### config.mk
export PLATFORM = sky130hd
export DESIGN_NAME = hbdt_ctrl
export DESIGN_NICKNAME = d
export VERILOG_FILES = /design/src/rtl/hbdt_pkg.sv /design/src/rtl/hbdt_sync.sv /design/src/rtl/hbdt_cycle_timer.sv /design/src/rtl/hbdt_ctrl.sv
export SDC_FILE = /design/constraint.sdc
export NUM_CORES = 1
export LEC_CHECK = 0
export BUFFER_PORTS_ARGS = -buffer_cell sky130_fd_sc_hd__buf_2
export CAP_MARGIN = 0
export CORE_MARGIN = 2
export CORE_UTILIZATION = 40
export CTS_CLUSTER_DIAMETER = 60
export DETAILED_ROUTE_END_ITERATION = 8
export GPL_ROUTABILITY_DRIVEN = 0
export PLACE_DENSITY = 0.64
export SLEW_MARGIN = 25
export SYNTH_ARGS = -nofsm -noshare
export SYNTH_HDL_FRONTEND = slang
export SYNTH_SLANG_ARGS = --single-unit
### constraint.sdc
create_clock -name clk -period 3.5 [get_ports clk]
set_input_delay 0.525 -clock clk [delete_from_list [all_inputs] [get_ports clk]]
set_output_delay 0.525 -clock clk [all_outputs]
set_load 0.01 [all_outputs]
### src/rtl/hbdt_pkg.sv
package hbdt_pkg;

  // Sequencer phases of the half-bridge hand-off
  typedef enum logic [2:0] {
    PH_IDLE     = 3'd0,  // both off, waiting for a PWM level
    PH_HI_ARM   = 3'd1,  // low side released, waiting for its off sense
    PH_HI_DELAY = 3'd2,  // settling delay before high-side turn-on
    PH_HI_ON    = 3'd3,  // high side driven
    PH_HI_HOLD  = 3'd4,  // PWM low, high side still held
    PH_LO_ARM   = 3'd5,  // high side released, waiting for switch node / timeout
    PH_LO_DELAY = 3'd6,  // settling delay before low-side turn-on
    PH_LO_ON    = 3'd7   // low side latched on
  } phase_t;

  // Input bit positions inside the synchronizer vector
  localparam int unsigned IN_PWM   = 0;
  localparam int unsigned IN_LOEN  = 1;
  localparam int unsigned IN_LOOFF = 2;
  localparam int unsigned IN_SWLOW = 3;
  localparam int unsigned IN_LOSUP = 4;
  localparam int unsigned IN_HISUP = 5;
  localparam int unsigned IN_COUNT = 6;

endpackage

### src/rtl/hbdt_sync.sv
module hbdt_sync #(
  parameter int unsigned WIDTH  = 1,
  parameter int unsigned STAGES = 2
) (
  input  logic             clk,
  input  logic             rst_n,
  input  logic [WIDTH-1:0] d,
  output logic [WIDTH-1:0] q
);

  logic [STAGES-1:0][WIDTH-1:0] chain_q;

  for (genvar s = 0; s < STAGES; s++) begin : g_stage
    if (s == 0) begin : g_first
      always_ff @(posedge clk or negedge rst_n) begin
        if (!rst_n) chain_q[s] <= '0;
        else        chain_q[s] <= d;
      end
    end else begin : g_next
      always_ff @(posedge clk or negedge rst_n) begin
        if (!rst_n) chain_q[s] <= '0;
        else        chain_q[s] <= chain_q[s-1];
      end
    end
  end

  assign q = chain_q[STAGES-1];

endmodule

### src/rtl/hbdt_cycle_timer.sv
module hbdt_cycle_timer #(
  parameter int unsigned CW = 5
) (
  input  logic          clk,
  input  logic          rst_n,
  input  logic          clear,
  input  logic [CW-1:0] limit,
  output logic          expired
);

  logic [CW-1:0] cnt_q;
  logic [CW-1:0] cnt_d;
  logic          cnt_en;

  // expired marks the last cycle of a window of 'limit' cycles
  assign expired = (cnt_q == limit - 1'b1);
  assign cnt_en  = clear || !expired;
  assign cnt_d   = clear ? '0 : cnt_q + 1'b1;

  always_ff @(posedge clk or negedge rst_n) begin
    if (!rst_n)      cnt_q <= '0;
    else if (cnt_en) cnt_q <= cnt_d;
  end

endmodule

### src/rtl/hbdt_ctrl.sv
module hbdt_ctrl #(
  parameter int unsigned HI_ON_DLY  = 4,
  parameter int unsigned HI_OFF_DLY = 5,
  parameter int unsigned LO_ON_DLY  = 4,
  parameter int unsigned SW_TIMEOUT = 31
) (
  input  logic clk,
  input  logic rst_n,
  input  logic pwm_in,
  input  logic lo_enable,
  input  logic lo_off_sense,
  input  logic sw_low_sense,
  input  logic lo_supply_ok,
  input  logic hi_supply_ok,
  output logic hi_gate,
  output logic lo_gate
);
  import hbdt_pkg::*;

  localparam int unsigned SYNC_DEPTH = 2;
  localparam int unsigned MAX_A  = (HI_ON_DLY > HI_OFF_DLY) ? HI_ON_DLY : HI_OFF_DLY;
  localparam int unsigned MAX_B  = (LO_ON_DLY > SW_TIMEOUT) ? LO_ON_DLY : SW_TIMEOUT;
  localparam int unsigned MAX_W  = (MAX_A > MAX_B) ? MAX_A : MAX_B;
  localparam int unsigned CW     = $clog2(MAX_W + 1);

  // ---------------- input synchronization ----------------
  logic [IN_COUNT-1:0] raw_in;
  logic [IN_COUNT-1:0] syn_in;

  assign raw_in[IN_PWM]   = pwm_in;
  assign raw_in[IN_LOEN]  = lo_enable;
  assign raw_in[IN_LOOFF] = lo_off_sense;
  assign raw_in[IN_SWLOW] = sw_low_sense;
  assign raw_in[IN_LOSUP] = lo_supply_ok;
  assign raw_in[IN_HISUP] = hi_supply_ok;

  hbdt_sync #(.WIDTH(IN_COUNT), .STAGES(SYNC_DEPTH)) u_sync (
    .clk   (clk),
    .rst_n (rst_n),
    .d     (raw_in),
    .q     (syn_in)
  );

  logic pwm_s, en_s, loff_s, swl_s, sup_ok;
  assign pwm_s  = syn_in[IN_PWM];
  assign en_s   = syn_in[IN_LOEN];
  assign loff_s = syn_in[IN_LOOFF];
  assign swl_s  = syn_in[IN_SWLOW];
  assign sup_ok = syn_in[IN_LOSUP] & syn_in[IN_HISUP];

  // ---------------- phase timer ----------------
  phase_t        ph_q, ph_d;
  logic [CW-1:0] win_len;
  logic          win_done;
  logic          ph_change;

  always_comb begin
    case (ph_q)
      PH_HI_DELAY: win_len = CW'(HI_ON_DLY);
      PH_HI_HOLD:  win_len = CW'(HI_OFF_DLY);
      PH_LO_ARM:   win_len = CW'(SW_TIMEOUT);
      PH_LO_DELAY: win_len = CW'(LO_ON_DLY);
      default:     win_len = CW'(1);
    endcase
  end

  assign ph_change = (ph_d != ph_q);

  hbdt_cycle_timer #(.CW(CW)) u_timer (
    .clk     (clk),
    .rst_n   (rst_n),
    .clear   (ph_change),
    .limit   (win_len),
    .expired (win_done)
  );

  // ---------------- hand-off sequencer ----------------
  always_comb begin
    ph_d = ph_q;
    if (!sup_ok) begin
      ph_d = PH_IDLE;
    end else begin
      case (ph_q)
        PH_IDLE:     ph_d = pwm_s ? PH_HI_ARM : PH_LO_ARM;
        PH_HI_ARM: begin
          if (!pwm_s)                ph_d = PH_LO_ARM;
          else if (loff_s || !en_s)  ph_d = PH_HI_DELAY;
        end
        PH_HI_DELAY: begin
          if (!pwm_s)        ph_d = PH_LO_ARM;
          else if (win_done) ph_d = PH_HI_ON;
        end
        PH_HI_ON: begin
          if (!pwm_s) ph_d = PH_HI_HOLD;
        end
        PH_HI_HOLD: begin
          if (pwm_s)         ph_d = PH_HI_ON;
          else if (win_done) ph_d = PH_LO_ARM;
        end
        PH_LO_ARM: begin
          if (pwm_s)         ph_d = PH_HI_ARM;
          else if (swl_s)    ph_d = PH_LO_DELAY;
          else if (win_done) ph_d = PH_LO_ON;
        end
        PH_LO_DELAY: begin
          if (pwm_s)         ph_d = PH_HI_ARM;
          else if (win_done) ph_d = PH_LO_ON;
        end
        PH_LO_ON: begin
          if (pwm_s) ph_d = PH_HI_ARM;
        end
        default: ph_d = PH_IDLE;
      endcase
    end
  end

  always_ff @(posedge clk or negedge rst_n) begin
    if (!rst_n) ph_q <= PH_IDLE;
    else        ph_q <= ph_d;
  end

  assign hi_gate = sup_ok && ((ph_q == PH_HI_ON) || (ph_q == PH_HI_HOLD));
  assign lo_gate = sup_ok && en_s && (ph_q == PH_LO_ON);

  // ---------------- assertions ----------------
  assert_no_overlap_R1: assert property (@(posedge clk) disable iff (!rst_n)
    !(hi_gate && lo_gate));

  // high side rises only after the low side has been off for two cycles
  assert_lo_off_before_hi_R2: assert property (@(posedge clk) disable iff (!rst_n)
    $rose(hi_gate) |-> (!$past(lo_gate) && !$past(lo_gate, 2)));

  // latched low side is not dropped by switch-node activity
  assert_lo_latched_R6: assert property (@(posedge clk) disable iff (!rst_n)
    (lo_gate && !pwm_s) |=> (lo_gate || !en_s || !sup_ok));

  assert_disable_cuts_lo_R7: assert property (@(posedge clk) disable iff (!rst_n)
    !lo_enable |-> ##2 !lo_gate);

  assert_supply_fault_off_R8: assert property (@(posedge clk) disable iff (!rst_n)
    !(lo_supply_ok && hi_supply_ok) |-> ##2 (!hi_gate && !lo_gate));

endmodule

After elaboration in Yosys (flattened, before gate mapping)
Index checks and enable logic that the tools add are counted.

storage, ports and cells
  input bits = 8
  word-level logic and storage cells = 43
  register bits after elaboration = 20

cells by class
  bitwise gates (word level) = 1
  muxes and demuxes = 17
  $add $sub $neg = 2
  eq/ne operators = 9
  reductions and logical operators = 10

operators with widths
  kind                                                 number
  two-way mux 3 bit                                    14
  one-hot mux 3 bit (8 select lines)                   1
  one-hot mux 5 bit (3 select lines)                   1
  equality test 3 bit, second input constant           4
  equality test 3 x 2 -> 1 bit, second input constant  2
  adder 5 x 1 -> 5 bit, second input constant          1
  equality test 5 bit                                  1
  two-way mux 5 bit                                    1
  subtractor 5 x 1 -> 5 bit, second input constant     1
  equality test 3 x 1 -> 1 bit, second input constant  1
  logical AND 1 bit                                    3
  logical NOT 3 bit                                    1
  logical OR 1 bit                                     3
  inequality test 3 bit                                1
  logical NOT 1 bit                                    2
  OR reduction 2 bit                                   1
  AND 1 bit                                            1

Longest topological paths before layout
Gate-level depths: netlist of the first run.

  depth in word-level cells = 12
  mapped depth = 6
  depth with buffers taken out = 5

By module
From an unflattened synthesis of the first run, not the netlist that was laid out.

unflattened totals
  cell total of the unflattened synthesis = 113
  area total of the unflattened synthesis = 1,113.6 um^2

by module, submodules not included
  module            area each (um^2)  cells each  seq. area each (um^2)  instances
  hbdt_cycle_timer  422.9             47          125.1                  1
  hbdt_ctrl         345.3             48          75.1                   1
  hbdt_sync         345.3             18          300.3                  1

Worst setup path after synthesis of the first run
OpenSTA, ideal clock, no wires.

  path type = reg2reg
  start point = reg ph_q[2]
  end point = reg u_timer.cnt_q[0]
  required time = 3.362 ns
  stages on the path, launching flop included = 7
  buffers on the path = 1
  arrival = 1.623 ns
  slack = 1.739 ns
  path through = dfrtp_1 -> buf_2 -> or3_1 -> nand2_1 -> o2111ai_1 -> a2111oi_2 -> nor3_1

between the ends
  cells in the longest elaborated chain, start to end = 12
  elaborated cells on any way between the ends = 30
  classes of those cells = add/sub: 1; eq/ne: 9; mux: 16; reduce/logical: 4

ends and longest elaborated chain
  item                                                                 line                                            text
  from (decl)                                                          hbdt_ctrl.sv:52                                 phase_t ph_q, ph_d;
  from (signal assigned)                                               hbdt_ctrl.sv:119                                else ph_q <= ph_d;
  equality test 3 bit or equality test 3 x 2 -> 1 bit (tied branches)  hbdt_ctrl.sv:58, hbdt_ctrl.sv:83
  OR reduction 2 bit (no line)                                         -
  one-hot mux 5 bit (3 select lines)                                   hbdt_ctrl.sv:58                                 case (ph_q)
  subtractor 5 x 1 -> 5 bit                                            hbdt_cycle_timer.sv:16                          assign expired = (cnt_q == limit - 1'b1);
  equality test 5 bit                                                  hbdt_cycle_timer.sv:16
  two-way mux 3 bit                                                    hbdt_ctrl.sv:103, hbdt_ctrl.sv:107
  two-way mux 3 bit                                                    hbdt_ctrl.sv:102                                else if (swl_s) ph_d = PH_LO_DELAY;
  two-way mux 3 bit                                                    hbdt_ctrl.sv:101                                if (pwm_s) ph_d = PH_HI_ARM;
  one-hot mux 3 bit (8 select lines)                                   hbdt_ctrl.sv:83                                 case (ph_q)
  two-way mux 3 bit                                                    hbdt_ctrl.sv:80                                 if (!sup_ok) begin
  inequality test 3 bit                                                hbdt_ctrl.sv:67                                 assign ph_change = (ph_d != ph_q);
  two-way mux 5 bit or logical OR 1 bit (tied branches)                hbdt_cycle_timer.sv:18, hbdt_cycle_timer.sv:17
  to (signal assigned)                                                 hbdt_cycle_timer.sv:22                          else if (cnt_en) cnt_q <= cnt_d;
  to (decl)                                                            hbdt_cycle_timer.sv:11                          logic [CW-1:0] cnt_q;

Parallel ways exist; a longest one is shown, timed or not.
A chain may end at the register's enable or synchronous reset.

Worst setup path after layout of the first run
  start point = reg ph_q[2]
  end point = out hi_gate

between the ends
  cells in the longest elaborated chain, start to end = 3
  elaborated cells on any way between the ends = 4
  classes of those cells = eq/ne: 2; reduce/logical: 2

ends and longest elaborated chain
  item                                                                 line              text
  equality test 3 x 2 -> 1 bit or equality test 3 bit (tied branches)  hbdt_ctrl.sv:122  assign hi_gate = sup_ok && ((ph_q == PH_HI_ON) || (ph_q == PH_HI_HOLD));
  logical OR 1 bit *                                                   hbdt_ctrl.sv:122
  logical AND 1 bit *                                                  hbdt_ctrl.sv:122
  to (decl)                                                            hbdt_ctrl.sv:15   output logic hi_gate,

Mark *: on every way between the ends. The rest lies on a longest branch, timed or not.

==> results.json, run 1 <==
{
  "grt_usage": 0.156,
  "p_leak_nw": 0.489,
  "skew_ns": 0.0104,
  "cts_tree": "yes",
  "synth_edf_count": 0,
  "setup_ws_ns": 1.39,
  "initial_utilization": 0.418,
  "final_cell_mix": "dfrtp_1, buf_2, nand2_1",
  "clock.fmax_ghz": 0.474,
  "critPathLaunchType": "flip-flop",
  "worstSetupPathType": "reg2out",
  "wl_per_cell_um": 14.7,
  "drv_slew": 0,
  "worst_pin_slew_ns": 0.436,
  "wl_met2_um": 983,
  "cts_buffer_depth": 2,
  "highest_layer": "met4",
  "endpoint_kind": "output port",
  "fin_crit_ns": 2.11,
  "ys_warn_count": 0,
  "rsz0062_at_grt": "false",
  "stdcell_count": 131,
  "setup_viol": 0,
  "antennaDiodeCount": 0,
  "power_density_nw_per_um2": 473,
  "numCtsBuffers": 3,
  "grt_pass1_vias": 739,
  "antenna_found_initial": 0,
  "yosysUniqueCellTypes": 37,
  "hold_class": "in2async",
  "cts_resized": 0,
  "ys_seq_area_frac": 0.492,
  "status": "finished clean",
  "final_area_um2": 1120,
  "place_ws_ns": 1.51,
  "grt_max_degree": 21,
  "worstPathArrival_ns": 1.58,
  "final_hold_viol_count": 0,
  "dr_total_vias": 764,
  "maxCapViolCount": 0,
  "async_flop_share": 1.00,
  "area_growth_pct": 10.2,
  "relSlewSlack": 0.709,
  "dieWidth_um": 54.4,
  "reg2reg_depth": 5,
  "r2r_end": "u_timer.cnt_q[0]$_DFFE_PN0P_",
  "cp_max_fo": 11,
  "final_common_cell": "dfrtp_1",
  "dieArea_um2": 2960,
  "placedCellCount": 127,
  "grt_overflow": 0,
  "ys_ff_latch": 20,
  "root_buffer": "clkbuf_4",
  "via_per_inst": 5.83,
  "clock_latency_ns": 0.30,
  "port_buffers": 9,
  "dieHeight_um": 54.4,
  "final_antenna_net_count": 0,
  "ys.flop_type": "dfrtp_1",
  "htree_num_levels": 1,
  "syn_avg_cell_area_um2": 11.2,
  "routed_wl_mm": 1.92,
  "wl_met1_um": 840,
  "tns_ns": 0,
  "cts_setup_buffers": 0,
  "layout-drive-gt1-share": 0.198,
  "layout.nets": 111,
  "fp.coreArea_um2": 2430,
  "period_share": 0.602,
  "grt_pass1_wl_mm": 3.22,
  "drc": 0,
  "postPlaceCellArea_um2": 1080,
  "wl_met3_um": 61,
  "clock-sinks": 20,
  "hold_buffers": 0,
  "synth_cells": 91,
  "reg2reg_slack_ns": 1.47,
  "vdd_ir_drop_max_mv": 0.272,
  "ioPinCount": 10,
  "required_ns": 2.97,
  "first_pass_iters": 6,
  "row_count": 18,
  "clk_pin_slew_worst_paths_ns": 0.11,
  "netlist_area_um2": 1020,
  "syn_nets": 100,
  "drt_iter0_markers": 20,
  "dp_hpwl_mm": 1.41,
  "r2r-start": "ph_q[0]$_DFF_PN0_"
}
## cells in the mapped netlist, types with 2 or more instances
library cell / instances / area, um2
nand2_1: 8 / 30.0
o2111ai_1: 2 / 17.5
o21ai_0: 3 / 15.0
xor2_1: 2 / 17.5
nand3_1: 3 / 15.0
nand3b_1: 4 / 30.0
nand2b_1: 4 / 25.0
inv_1: 2 / 7.51
nor3_1: 4 / 20.0
and4_1: 2 / 17.5
a21oi_1: 2 / 10.0
buf_2: 3 / 15.0
and3_1: 3 / 18.8
dfrtp_1: 20 / 500
nor2_1: 7 / 26.3
## where the power goes
part	leakage [nW]	switching [mW]	internal (mW)	total, mW
combinational	0.220	0.0607	0.0596	0.120
sequential	0.249	0.0289	0.249	0.278
clock	0.0210	0.0685	0.0634	0.132
total	0.489	0.158	0.372	0.530
## kinds of logic (layout without fill, tap and decap cells)
| family | count (synthesis) | in the layout | share of synthesized area |
|---|---|---|---|
| compound gates | 18 | 18 | 0.173 |
| flops | 20 | 20 | 0.492 |
| mux | 2 | 2 | 0.0209 |
| simple gates | 42 | 42 | 0.253 |
| xor+xnor | 3 | 3 | 0.0258 |
| fa+ha+maj | 1 | 1 | 0.0123 |
| buf+inv | 5 | 15 | 0.0221 |
## flip-flops by register name, summed over array words and instances (netlist names)
signal	flops
ph_q	3
u_sync.q	6
u_sync.chain_q	6
u_timer.cnt_q	5
## critical path: stages, from the launching register on
cell	delay, ns
dfrtp_1	0.59
inv_1	0.19
and3_1	0.18
a21oi_1	0.13
nor2_1	0.05
buf_2	0.14
## metrics by stage
step	util	hold slack [ns]	power, mW
4_1_cts	0.461	0.154	0.533
2_1_floorplan	-	0.229	0.367
6_report	0.461	0.143	0.530
5_1_grt	0.461	0.168	0.559
3_5_place_dp	0.446	0.341	0.401
3_3_place_gp	0.446	0.336	0.393
## layout make-up
class	count	area, um2
flip-flops and latches	20	500
well taps	30	37.5
multi-input cells	66	494
inverters	2	7.51
clock buffers	4	36.3
fillers	227	1310
repair buffers	9	45.0
## worst max-delay path by stage
| stage | start | end | slack, ns | cells past startpoint |
|---|---|---|---|---|
| floorplan | ph_q[2]$_DFF_PN0_ | u_timer.cnt_q[0]$_DFFE_PN0P_ | 1.74 | 6 |
| global placement | ph_q[0]$_DFF_PN0_ | u_timer.cnt_q[1]$_DFFE_PN0P_ | 1.56 | 5 |
| detailed placement | ph_q[1]$_DFF_PN0_ | u_timer.cnt_q[0]$_DFFE_PN0P_ | 1.51 | 5 |
| CTS | ph_q[2]$_DFF_PN0_ | hi_gate | 1.41 | 5 |
| global route | ph_q[2]$_DFF_PN0_ | hi_gate | 1.18 | 5 |
| finish | ph_q[2]$_DFF_PN0_ | hi_gate | 1.39 | 5 |
## metal layers
layer  GRT usage  vias up
met5           0        -
met4      0.0708        0
met3      0.0273        4
met2       0.273       20
met1       0.187      383
li1            -      357
(Power assumes the default switching activity.)
==> run 2: changes to the inputs <==
--- a/config.mk
+++ b/config.mk
@@ -5,6 +5,7 @@
 export SDC_FILE = /design/constraint.sdc
 export NUM_CORES = 1
 export LEC_CHECK = 0
+export ABC_AREA = 1
 export BUFFER_PORTS_ARGS = -buffer_cell sky130_fd_sc_hd__buf_2
 export CAP_MARGIN = 0
 export CORE_MARGIN = 2
==> constraint.sdc (replaced) <==
create_clock -name clk -period 2.1 [get_ports clk]
set_input_delay 0.315 -clock clk [delete_from_list [all_inputs] [get_ports clk]]
set_output_delay 0.315 -clock clk [all_outputs]
set_load 0.01 [all_outputs]
==> run 2 against run 1 <==
- clock skew is 0.0057 ns lower
- core utilization is essentially flat
- wire length decreased by 12%
- total power up 62%
- hold slack got worse by 0.018 ns
==> results.json, run 2 <==
{
  "first_pass_iters": 4,
  "dieWidth_um": 53.7,
  "syn_avg_cell_area_um2": 8.75,
  "total_power_mw": 0.861,
  "clock.fmax_ghz": 0.582,
  "worstSetupPathType": "reg2out",
  "antenna_found_initial": 0,
  "initial_utilization": 0.410,
  "dieHeight_um": 53.7,
  "layout.nets": 136,
  "final_hold_viol_count": 0,
  "grt_max_degree": 21,
  "ys_warn_count": 0,
  "ys_seq_area_frac": 0.506,
  "final_cell_mix": "nand2_1, dfrtp_1, nor2_1",
  "ioPinCount": 10,
  "fin_crit_ns": 1.72,
  "rsz0062_at_grt": "false",
  "drv_slew": 0,
  "dieArea_um2": 2880,
  "hold_class": "in2reg",
  "final_util": 0.461,
  "synth_area_leaders": "dfrtp_1, nand2_1, nand3_1",
  "drc": 0,
  "wl_per_cell_um": 10.8,
  "synth_area_leader_cell": "dfrtp_1",
  "setup_viol": 0,
  "synth_edf_count": 0,
  "row_count": 18,
  "worstPathArrival_ns": 1.40,
  "r2r_end": "u_timer.cnt_q[0]$_DFFE_PN0P_",
  "synth_cells": 113,
  "critPathLaunchType": "flip-flop",
  "stdcell_count": 156,
  "status": "finished clean",
  "worst_pin_slew_ns": 0.418,
  "netlist_area_um2": 988,
  "cp-startpoint": "ph_q[0]$_DFF_PN0_",
  "p_leak_nw": 0.548,
  "final_common_cell": "nand2_1",
  "syn_nets": 122,
  "yosys.area.top_type_share": 0.506,
  "ys_ff_latch": 20,
  "cts_setup_buffers": 0,
  "tns_ns": 0,
  "skew_ns": 0.00465,
  "root_buffer": "clkbuf_4",
  "numCtsBuffers": 3,
  "power_density_nw_per_um2": 776,
  "routed_wl_mm": 1.68,
  "grt_overflow": 0,
  "drt_iter0_markers": 11,
  "htree_num_levels": 1,
  "antennaDiodeCount": 0,
  "ys.flop_type": "dfrtp_1",
  "setup_ws_ns": 0.383,
  "required_ns": 1.78,
  "vdd_ir_drop_max_mv": 0.552,
  "cts_resized": 0,
  "grt_usage": 0.144,
  "grt_pass1_vias": 633,
  "fillers": 232,
  "setup.worst_path.end": "hi_gate",
  "maxCapViolCount": 0,
  "cts_buffer_depth": 2,
  "dr_total_vias": 749,
  "dp_hpwl_mm": 1.31,
  "via_per_inst": 4.80,
  "clock_latency_ns": 0.28,
  "reg2reg_slack_ns": 0.38,
  "placedCellCount": 151,
  "multiInputGateArea_um2": 439,
  "cp_max_fo": 8,
  "final_antenna_net_count": 0,
  "yosysUniqueCellTypes": 19,
  "period_share": 0.818,
  "hold_buffers": 1,
  "place_ws_ns": 0.405,
  "synthTopCellsByCount": "nand2_1, dfrtp_1, nor2_1, nand3_1, nand2_2",
  "fp.coreArea_um2": 2410,
  "relSlewSlack": 0.721,
  "clk_pin_slew_worst_paths_ns": 0.10,
  "port_buffers": 9,
  "reg2reg_depth": 12,
  "cts_tree": "yes",
  "async_flop_share": 1.00,
  "clock-sinks": 20,
  "regArea_um2": 500,
  "area_growth_pct": 12.3,
  "endpoint_kind": "output port",
  "r2r-start": "ph_q[0]$_DFF_PN0_",
  "grt_pass1_wl_mm": 2.94,
  "layout-drive-gt1-share": 0.286,
  "yosysMostFrequentCell": "nand2_1"
}
-- run 2: cell types whose count changed after synthesis, sizes merged, moves of 4 or more --
cell	previous run	this run
a21oi	2	7
inv	2	11
nand2	8	32
nand2b	4	0
nand3	3	15
nand3b	4	0
nor2	7	17
-- run 2: how the worst min path moves through the flow --
stage                 startpoint                           to  cells past startpoint
floorplan                  rst_n            ph_q[0]$_DFF_PN0_                      0
global placement           rst_n  u_sync.chain_q[1]$_DFF_PN0_                      1
detailed placement         rst_n  u_sync.chain_q[1]$_DFF_PN0_                      1
CTS                       pwm_in  u_sync.chain_q[0]$_DFF_PN0_                      1
global route        hi_supply_ok  u_sync.chain_q[5]$_DFF_PN0_                      1
finish              lo_off_sense  u_sync.chain_q[2]$_DFF_PN0_                      1
-- run 2: final cells by class --
cell class / instances / share of cell area
Multi-Input combinational cell: 81 / 0.396
Tap cell: 30 / 0.0338
Clock buffer: 4 / 0.0327
Timing Repair Buffer: 10 / 0.0496
Sequential cell: 20 / 0.451
Inverter: 11 / 0.0372
-- run 2: per-stage QoR --
step                instance area, um2  hold slack (ns)
floorplan                          988           0.0194
global placement                  1060            0.267
detailed placement                1060            0.272
CTS                               1110            0.114
global route                      1110           0.0944
finish                            1110            0.125
-- run 2: logic make-up (layout without fill, tap and decap cells) --
kind of cell / after synthesis / count (layout) / synth area share
DFF: 20 / 20 / 0.506
xor gates and xnor gates: 5 / 5 / 0.0443
buffers and inverters: 12 / 25 / 0.0494
and+or+nand+nor: 66 / 66 / 0.329
AOI/OAI and AO/OA: 8 / 8 / 0.0481
muxes: 1 / 1 / 0.0101
adders and majority gates: 1 / 1 / 0.0127
-- run 2: layer usage --
metal | global-route usage | share of wire | vias up
li1 | - | - | 387
met1 | 0.201 | 0.47 | 348
met2 | 0.226 | 0.50 | 14
met3 | 0.0250 | 0.030 | 0
met4 | 0.0513 | 0 | 0
met5 | 0 | 0 | -
-- run 2: report_power, final --
part / switching [mW] / internal [mW]
combinational: 0.125 / 0.0793
clock: 0.103 / 0.105
sequential: 0.0327 / 0.416
-- run 2: worst max-delay path: stages (launching register included) --
cell and delay [ns]:
dfrtp_1 0.53, nand2_1 0.18, nand2_1 0.09, nand2_1 0.06, a21oi_1 0.12, buf_2 0.14
